$ cat src/rtl/chan_clkdiv_pkg.sv
package chan_clkdiv_pkg;

    // Phase of the rising-edge counter
    typedef enum logic [1:0] {
        PH_IDLE = 2'd0,
        PH_HIGH = 2'd1,
        PH_LOW  = 2'd2
    } phase_e;

endpackage

$ cat src/rtl/chan_clkdiv_count.sv
module chan_clkdiv_count
    import chan_clkdiv_pkg::*;
#(
    parameter int CNT_W = 4
) (
    input  logic             clk_i,
    input  logic             rst_ni,
    input  logic [CNT_W-1:0] hi_cnt_i,
    input  logic [CNT_W-1:0] lo_cnt_i,
    output logic             level_o
);

    localparam logic [CNT_W-1:0] CNT_ONE = {{(CNT_W-1){1'b0}}, 1'b1};

    typedef struct packed {
        phase_e           phase;
        logic [CNT_W-1:0] cnt;
    } state_t;

    state_t s_d, s_q;

    always_comb begin
        s_d = s_q;
        case (s_q.phase)
            PH_IDLE: begin
                s_d.phase = PH_HIGH;
                s_d.cnt   = '0;
            end
            PH_HIGH: begin
                if (s_q.cnt == hi_cnt_i) begin
                    s_d.phase = PH_LOW;
                    s_d.cnt   = '0;
                end else begin
                    s_d.cnt = s_q.cnt + CNT_ONE;
                end
            end
            PH_LOW: begin
                if (s_q.cnt == lo_cnt_i) begin
                    s_d.phase = PH_HIGH;
                    s_d.cnt   = '0;
                end else begin
                    s_d.cnt = s_q.cnt + CNT_ONE;
                end
            end
            default: begin
                s_d.phase = PH_IDLE;
                s_d.cnt   = '0;
            end
        endcase
    end

    always_ff @(posedge clk_i or negedge rst_ni) begin
        if (!rst_ni) begin
            s_q <= '{phase: PH_IDLE, cnt: '0};
        end else begin
            s_q <= s_d;
        end
    end

    assign level_o = (s_q.phase == PH_HIGH);


    hi_bound_chk: assert property (@(posedge clk_i) disable iff (!rst_ni)
        (s_q.phase == PH_HIGH) |-> (s_q.cnt <= hi_cnt_i));


    lo_bound_chk: assert property (@(posedge clk_i) disable iff (!rst_ni)
        (s_q.phase == PH_LOW) |-> (s_q.cnt <= lo_cnt_i));


    first_high_chk: assert property (@(posedge clk_i) disable iff (!rst_ni)
        (s_q.phase == PH_IDLE) |=> level_o);

endmodule

$ cat src/rtl/chan_clkdiv_decode.sv
module chan_clkdiv_decode #(
    parameter int CNT_W = 4
) (
    input  logic [CNT_W-1:0] hi_cnt_i,
    input  logic [CNT_W-1:0] lo_cnt_i,
    input  logic             dcc_off_i,
    output logic             stretch_en_o
);

    localparam int EXT_W = CNT_W + 1;

    logic [EXT_W-1:0] hi_plus_one;

    always_comb begin
        hi_plus_one  = {1'b0, hi_cnt_i} + EXT_W'(1);
        // Correction only when the low count leads the high count by one
        stretch_en_o = !dcc_off_i && ({1'b0, lo_cnt_i} == hi_plus_one);
    end

endmodule

$ cat src/rtl/chan_clkdiv_stretch.sv
module chan_clkdiv_stretch (
    input  logic clk_i,
    input  logic rst_ni,
    input  logic level_i,
    input  logic stretch_en_i,
    output logic shaped_o
);

    logic hold_d, hold_q;

    always_comb begin
        hold_d = level_i;
    end

    always_ff @(negedge clk_i or negedge rst_ni) begin
        if (!rst_ni) begin
            hold_q <= 1'b0;
        end else begin
            hold_q <= hold_d;
        end
    end

    assign shaped_o = level_i | (stretch_en_i & hold_q);

endmodule

$ cat src/rtl/chan_clkdiv.sv
module chan_clkdiv #(
    parameter int CNT_W = 4
) (
    input  logic             clk_i,
    input  logic             rst_ni,
    input  logic [CNT_W-1:0] hi_cnt_i,
    input  logic [CNT_W-1:0] lo_cnt_i,
    input  logic             dcc_off_i,
    input  logic             bypass_i,
    output logic             clk_o
);

    logic level;
    logic stretch_en;
    logic shaped;

    chan_clkdiv_count #(.CNT_W(CNT_W)) u_count (
        .clk_i    (clk_i),
        .rst_ni   (rst_ni),
        .hi_cnt_i (hi_cnt_i),
        .lo_cnt_i (lo_cnt_i),
        .level_o  (level)
    );

    chan_clkdiv_decode #(.CNT_W(CNT_W)) u_decode (
        .hi_cnt_i     (hi_cnt_i),
        .lo_cnt_i     (lo_cnt_i),
        .dcc_off_i    (dcc_off_i),
        .stretch_en_o (stretch_en)
    );

    chan_clkdiv_stretch u_stretch (
        .clk_i        (clk_i),
        .rst_ni       (rst_ni),
        .level_i      (level),
        .stretch_en_i (stretch_en),
        .shaped_o     (shaped)
    );

    assign clk_o = bypass_i ? clk_i : shaped;


    even_no_stretch_chk: assert property (@(posedge clk_i) disable iff (!rst_ni)
        (hi_cnt_i[0] == lo_cnt_i[0]) |-> !stretch_en);

endmodule

$ cat config.mk
export PLATFORM = sky130hd
export DESIGN_NAME = chan_clkdiv
export DESIGN_NICKNAME = d
export VERILOG_FILES = /design/src/rtl/chan_clkdiv_pkg.sv /design/src/rtl/chan_clkdiv_count.sv /design/src/rtl/chan_clkdiv_decode.sv /design/src/rtl/chan_clkdiv_stretch.sv /design/src/rtl/chan_clkdiv.sv
export SDC_FILE = /design/constraint.sdc
export NUM_CORES = 1
export LEC_CHECK = 0
export BUFFER_PORTS_ARGS = -buffer_cell sky130_fd_sc_hd__buf_2
export CAP_MARGIN = 20
export CELL_PAD_IN_SITES_DETAIL_PLACEMENT = 0
export CELL_PAD_IN_SITES_GLOBAL_PLACEMENT = 2
export CORE_UTILIZATION = 33
export CTS_CLUSTER_SIZE = 12
export DETAILED_ROUTE_END_ITERATION = 12
export HOLD_SLACK_MARGIN = 0.06
export PLACE_DENSITY_LB_ADDON = 0.05
export SLEW_MARGIN = 15
export SYNTH_ARGS = -nofsm -noshare
export SYNTH_HDL_FRONTEND = slang
export SYNTH_HIERARCHICAL = 1
export SYNTH_SLANG_ARGS = --single-unit
$ cat constraint.sdc
create_clock -name clk_i -period 4.1 [get_ports clk_i]
set_input_delay 0.41 -clock clk_i [delete_from_list [all_inputs] [get_ports clk_i]]
set_output_delay 0.41 -clock clk_i [all_outputs]
set_load 0.01 [all_outputs]
==> results.yml, run 1 <==
global_route:
  grt_max_degree: 8
  track_usage: 0.168
  first_global_vias: 396
  grt_first_pass_wirelength_mm: 1.64
  antenna_found_initial: 0
  overflow: 0
sta:
  setup_ws_ns: 0.393
  final_hold_viol_count: 0
  slew_viol_final: 0
  slew-limit-headroom: 0.712
  finalClockSkew_ns: 0.0265
  rsz0062_at_grt: "no"
  finalSetupTns_ns: 0
  finalSetupViolCount: 0
  worst_slew_pin_slew_ns: 0.427
placed_design:
  gp_congestion: 0.692
  dp_slack_ns: 0.791
  io_buffers: 12
layout:
  area_delta_synth_final_pct: 27.5
  final_cell_mix: "buf_2, xor2_1, clkbuf_4, dfrtp_1, xnor2_1"
  final_nets: 79
  layout_commonest_cell: "buf_2"
  num_antenna_cells: 0
  drive_above_1_share: 0.328
  fillers: 145
die:
  dieHeight_um: 40.9
  io-pin-count: 13
  fp-row-count: 13
  start_util: 0.371
  die_area_um2: 1680
  die_w_um: 40.9
  core-area_um2: 1350
clocking:
  post_cts_resized: 0
  path_clk_slew_ns: 0.06
  clk_latency_ns: 0.38
  hold_buffers: 1
  tritoncts: "done"
  post_cts_buffers: 0
routing:
  wirelength_met1_um: 468
  ant_nets: 0
  viasPerCell: 5.08
  first_pass_iters: 3
  routed_wirelength_mm: 1.07
  drt_iter0_drc: 5
  wl_met2_um: 541
  routedWlPerCell_um: 13.6
  met3_length_um: 63
  drcViolationCount: 0
  vias: 401
  top_layer_used: "met3"
power_and_ir_drop:
  p_leak_nw: 0.308
  vdd_drop_max_uv: 212
  powerDensity_nw_per_um2: 614
synthesis:
  ys_ff_latch: 7
  ys_types: 19
  synthCells: 44
  seq_area_frac_synth: 0.350
  syn_area_per_cell_um2: 11.4
  syn_nets: 58
  syn_area_um2: 500
  yosysWarnings: 6
critical_path:
  crit_path_end: "clk_o"
  arrival_ns: 3.30
  regToRegSetupSlack_ns: 1.30
  cp_max_fo: 1
  r2r_cells: 1
  cp.required_ns: 3.69
  r2r-start: "u_count/s_q[4]"
  path_class: "flip-flop to output port"
  reg2reg_to: "u_stretch/hold_q"
  crit_path_start_kind: "flip-flop"
  endpoint_kind: "output port"
  startpoint: "u_stretch/hold_q"
min_path:
  hold_class: "input port to async pin"
run_status:
  status: "finished clean"
flow_run:
  maxCapViolCount: 0
stage by stage:
stage	instances	util	hold WS, ns	instance area [um^2]	power (mW)
after floorplan	44	-	0.114	500	0.247
after global placement	71	0.429	0.253	579	0.282
after detailed placement	71	0.429	0.250	579	0.289
after CTS	79	0.473	0.413	638	0.398
after global routing	79	0.473	0.397	638	0.427
final	79	0.473	0.413	638	0.392
power by group:
part	switching (mW)	total [mW]	leakage (nW)	internal [mW]
clock	0.0413	0.126	0.0406	0.0849
combinational	0.0777	0.141	0.181	0.0635
sequential	0.0284	0.125	0.0865	0.0963
total	0.147	0.392	0.308	0.245
cell type report:
type / instances / area, um^2 / share of cell area
clock buffers: 8 / 53.8 / 0.0843
well taps: 15 / 18.8 / 0.0294
flip-flops and latches: 7 / 175 / 0.275
repair buffers: 12 / 65.1 / 0.102
multi-input cells: 37 / 325 / 0.510
metal layers:
metal	GRT usage	vias to the layer above
met3	0.0815	0
met1	0.171	190
met2	0.262	10
li1	-	201
met5	0	-
met4	0.125	0
logic make-up after synthesis:
family,synth area share
XOR/XNOR,0.280
AND/OR/NAND/NOR,0.0825
adder cells (fa/ha/maj),0.0500
flip-flops,0.350
AO/OA/AOI/OAI,0.208
multiplexers,0.0300
synthesized netlist by cell type, drive strengths merged:
library cell  count  area (um^2)
a21boi            1         7.51
a21o              2         15.0
a21oi             3         15.0
a31oi             1         6.26
and4              1         8.76
dfrtn             1         25.0
dfrtp             6          150
ha                2         25.0
mux2              1         15.0
nand3             2         10.0
nor2              1         3.75
nor2b             2         12.5
nor4              1         6.26
o21ai             1         5.00
o41a              1         11.3
o41ai             2         43.8
xnor2             5         43.8
xor2             11         96.3
state kept, by name (all words and copies together), names as in the netlist:
name	count
u_count/s_q	6
u_stretch/hold_q	1
worst max-delay path, cell delays in order, from the launching register on:
cell     delay, ns
dfrtn_1       0.33
a21o_1        0.15
mux2_4        0.25
buf_2         0.13
how the worst min path moves through the flow:
stage                           endpoint  slack, ns  depth (start not counted)
final                     u_count/s_q[0]       0.41                          2
after CTS                 u_count/s_q[2]       0.41                          2
after global routing      u_count/s_q[0]       0.40                          2
after floorplan           u_count/s_q[0]       0.11                          0
after global placement    u_count/s_q[0]       0.25                          1
after detailed placement  u_count/s_q[1]       0.25                          1
Note: power is estimated with default switching activity, not from simulation.
==> run 2: changes to the inputs <==
--- a/config.mk
+++ b/config.mk
@@ -9,7 +9,7 @@
 export CAP_MARGIN = 20
 export CELL_PAD_IN_SITES_DETAIL_PLACEMENT = 0
 export CELL_PAD_IN_SITES_GLOBAL_PLACEMENT = 2
-export CORE_UTILIZATION = 33
+export CORE_UTILIZATION = 31
 export CTS_CLUSTER_SIZE = 12
 export DETAILED_ROUTE_END_ITERATION = 12
 export HOLD_SLACK_MARGIN = 0.06
==> constraint.sdc (replaced) <==
create_clock -name clk_i -period 4 [get_ports clk_i]
set_input_delay 0.4 -clock clk_i [delete_from_list [all_inputs] [get_ports clk_i]]
set_output_delay 0.4 -clock clk_i [all_outputs]
set_load 0.01 [all_outputs]
==> results.yml, run 2 (synthesis results as in run 1) <==
critical_path:
  cp_max_fo: 1
  worstPathCellList: "a21o_1, mux2_4, buf_2"
  cp.required_ns: 3.60
  endpoint_kind: "output port"
  max_stage_delay_ns: 0.32
  crit_slowest_cell: "dfrtn_1"
  crit_path_start_kind: "flip-flop"
  arrival_ns: 3.26
  regToRegSetupSlack_ns: 1.26
  path_class: "flip-flop to output port"
global_route:
  first_global_vias: 473
  grt_max_degree: 8
  overflow: 0
  grt_first_pass_wirelength_mm: 1.94
  track_usage: 0.172
  antenna_found_initial: 0
layout:
  largest_register: "u_count/s_q"
  fillers: 155
  drive_above_1_share: 0.328
  largest_reg_flops: 6
  final_cell_mix: "buf_2, xor2_1, clkbuf_4, dfrtp_1, xnor2_1"
  design_area_um2: 639
  layout_commonest_cell: "buf_2"
  num_antenna_cells: 0
  reg_top3: "u_count/s_q: 6 flops, u_stretch/hold_q: 1 flops"
  area_delta_synth_final_pct: 27.7
  final_nets: 79
die:
  die_w_um: 42.2
  start_util: 0.332
  fp-row-count: 14
  io-pin-count: 13
  dieHeight_um: 42.2
  die_area_um2: 1780
  core-area_um2: 1510
power_and_ir_drop:
  powerDensity_nw_per_um2: 633
  vdd_drop_max_uv: 286
  p_leak_nw: 0.308
sta:
  slew-limit-headroom: 0.657
  finalSetupViolCount: 0
  rsz0062_at_grt: "no"
  finalClockSkew_ns: 0.0194
  final_hold_viol_count: 0
  worst_slew_pin_slew_ns: 0.510
  finalSetupTns_ns: 0
  slew_viol_final: 0
min_path:
  hold_class: "input port to async pin"
placed_design:
  io_buffers: 12
  placed_area_um2: 581
  gp_congestion: 0.857
clocking:
  path_clk_slew_ns: 0.05
  post_cts_resized: 0
  tritoncts: "done"
  clk_latency_ns: 0.38
routing:
  drt_iter0_drc: 7
  ant_nets: 0
  drcViolationCount: 0
  routed_wirelength_mm: 1.14
  viasPerCell: 5.24
  routedWlPerCell_um: 14.2
  first_pass_iters: 3
  vias: 419
flow_run:
  maxCapViolCount: 0
run_status:
  status: "finished clean"
-- run 2: cell counts in the layout (fill, tap and decap cells not counted) --
No cell type changed its count.
-- run 2: worst max-delay path: cells and delay by family, from the launching register on --
| kind | cells | cell delay, ns |
|---|---|---|
| mux | 1 | 0.26 |
| compound gates | 1 | 0.16 |
| flops | 1 | 0.32 |
| buf+inv | 1 | 0.14 |
-- run 2: path summary, 6_finish.rpt --
check,to,from,cells after the start
max,clk_o,u_stretch/hold_q,3
min,u_count/s_q[2],rst_ni,2
max reg2reg,u_stretch/hold_q,u_count/s_q[4],1
min reg2reg,u_count/s_q[4],u_count/s_q[4],1
max in group asynchronous,u_stretch/hold_q,rst_ni,2
min in group clk_i,u_count/s_q[4],u_count/s_q[4],1
-- run 2: report_power, final --
| part | internal [mW] | leakage, nW | switching (mW) | total (mW) |
|---|---|---|---|---|
| registers | 0.0988 | 0.0865 | 0.0290 | 0.128 |
| clock network | 0.0872 | 0.0406 | 0.0444 | 0.132 |
| logic | 0.0664 | 0.181 | 0.0789 | 0.145 |
| total | 0.252 | 0.308 | 0.152 | 0.405 |
-- run 2: repair_timing --
item,CTS,global route
hold endpoints to repair,6,0
hold buffers,1,0
setup buffers,0,0
-- run 2: layout make-up --
type,instances,area (um^2),area share
multi-input cells,37,325,0.509
flip-flops and latches,7,175,0.274
repair buffers,12,65.1,0.102
clock buffers,8,53.8,0.0841
well taps,16,20.0,0.0313
-- run 2: metrics by stage --
stage	total power, mW	utilization	hold WS (ns)	setup WS (ns)	std cells
2_1_floorplan	0.253	-	0.104	0.879	44
3_3_place_gp	0.287	0.385	0.230	0.766	72
3_5_place_dp	0.298	0.385	0.237	0.749	72
4_1_cts	0.415	0.424	0.379	0.332	80
5_1_grt	0.447	0.424	0.398	0.300	80
6_report	0.405	0.424	0.408	0.344	80
-- run 2: layer usage --
layer / up-vias / global-route usage / wire, um
li1: 200 / - / -
met1: 199 / 0.144 / 440
met2: 15 / 0.237 / 575
met3: 5 / 0.0948 / 81
met4: 0 / 0.250 / 41
met5: - / 0 / 0
==> run 3: changes to the inputs <==
--- a/config.mk
+++ b/config.mk
@@ -12,6 +12,7 @@
 export CORE_UTILIZATION = 31
 export CTS_CLUSTER_SIZE = 12
 export DETAILED_ROUTE_END_ITERATION = 12
+export GPL_TIMING_DRIVEN = 0
 export HOLD_SLACK_MARGIN = 0.06
 export PLACE_DENSITY_LB_ADDON = 0.05
 export SLEW_MARGIN = 15
==> constraint.sdc (replaced) <==
create_clock -name clk_i -period 4.1 [get_ports clk_i]
set_input_delay 0.41 -clock clk_i [delete_from_list [all_inputs] [get_ports clk_i]]
set_output_delay 0.41 -clock clk_i [all_outputs]
set_load 0.01 [all_outputs]
==> results.yml, run 3 (synthesis results as in run 1) <==
die:
  fp-row-count: 14
  core-area_um2: 1510
  io-pin-count: 13
  dieHeight_um: 42.2
  die_w_um: 42.2
  die_area_um2: 1780
  start_util: 0.332
critical_path:
  critPathTopFamily: "flip-flops"
  worstPathCellList: "a21o_1, mux2_4, buf_2"
  arrival_ns: 3.29
  crit_buf_inv: 1
  crit_path_start_kind: "flip-flop"
  path_class: "flip-flop to output port"
  endpoint_kind: "output port"
  crit_slowest_cell: "dfrtn_1"
  cp_max_fo: 1
  cp.required_ns: 3.69
  max_stage_delay_ns: 0.32
layout:
  fin_util: 0.424
  drive_above_1_share: 0.328
  final_nets: 79
  num_antenna_cells: 0
  final_cell_mix: "buf_2, xor2_1, clkbuf_4, dfrtp_1, xnor2_1"
  area_delta_synth_final_pct: 27.7
  largest_register: "u_count/s_q"
  largest_reg_flops: 6
  layout_commonest_cell: "buf_2"
  reg_top3: "u_count/s_q: 6 flops, u_stretch/hold_q: 1 flops"
clocking:
  clk_latency_ns: 0.37
  path_clk_slew_ns: 0.05
  tritoncts: "done"
  hold_buffers: 1
  post_cts_buffers: 0
  post_cts_resized: 0
global_route:
  overflow: 0
  busiest_layer: "met2"
  first_global_vias: 475
  grt_max_degree: 8
  use_met3: 0.0474
  met2_usage: 0.225
  antenna_found_initial: 0
  grt_first_pass_wirelength_mm: 1.84
  met1_usage: 0.147
  track_usage: 0.147
power_and_ir_drop:
  power.clock.fraction: 0.320
  power.switching_uw: 143
  p_leak_nw: 0.308
  p_seq_frac: 0.319
  sw_frac_of_total: 0.368
  powerDensity_nw_per_um2: 608
  internal-power_uw: 246
  pwr-share-comb: 0.361
  vdd_drop_max_uv: 253
min_path:
  hold_class: "input port to async pin"
run_status:
  status: "finished clean"
sta:
  slew-limit-headroom: 0.705
  worst_slew_pin_slew_ns: 0.438
  rsz0062_at_grt: "no"
  finalSetupViolCount: 0
  final_hold_viol_count: 0
  finalClockSkew_ns: 0.0203
  finalSetupTns_ns: 0
  slew_viol_final: 0
routing:
  first_pass_iters: 2
  viasPerCell: 5.03
  routedWlPerCell_um: 13.0
  drt_iter0_drc: 2
  drcViolationCount: 0
  vias: 402
  ant_nets: 0
  routed_wirelength_mm: 1.04
placed_design:
  io_buffers: 12
  gp_congestion: 0.886
flow_run:
  maxCapViolCount: 0
-- run 3: path summary, 6_finish.rpt --
kind                                  start                to  slack, ns  depth (start not counted)
max reg2reg                  u_count/s_q[4]  u_stretch/hold_q       1.32                          1
min in group clk_i           u_count/s_q[4]    u_count/s_q[4]       0.47                          1
max                        u_stretch/hold_q             clk_o       0.40                          3
max in group asynchronous            rst_ni  u_stretch/hold_q       1.59                          2
min reg2reg                  u_count/s_q[4]    u_count/s_q[4]       0.47                          1
min                                  rst_ni    u_count/s_q[4]       0.41                          2
-- run 3: layer usage --
metal	vias to the layer above	share of wire
met2	13	0.53
met3	0	0.061
li1	199	-
met4	0	0
met5	-	0
met1	190	0.40
-- run 3: power groups by stage --
stage | combinational (mW) | clock (mW) | sequential, mW
floorplan | 0.111 | 0.0171 | 0.119
global placement | 0.133 | 0.0233 | 0.125
detailed placement | 0.140 | 0.0233 | 0.126
CTS | 0.145 | 0.132 | 0.125
global route | 0.159 | 0.141 | 0.129
finish | 0.140 | 0.124 | 0.124
-- run 3: area by class of cell --
type                            instances  area (um^2)
Fill cell                             159          867
Multi-Input combinational cell         37          325
Sequential cell                         7          175
Timing Repair Buffer                   12         65.1
Clock buffer                            8         53.8
Tap cell                               16         20.0
-- run 3: per-stage QoR --
step / std cells / setup slack (ns) / instance area, um^2 / hold slack (ns) / total power [mW]
global route: 80 / 0.357 / 639 / 0.409 / 0.428
global placement: 72 / 0.802 / 581 / 0.241 / 0.281
detailed placement: 72 / 0.794 / 581 / 0.248 / 0.289
CTS: 80 / 0.383 / 639 / 0.398 / 0.401
finish: 80 / 0.401 / 639 / 0.410 / 0.389
floorplan: 44 / 0.919 / 500 / 0.114 / 0.247
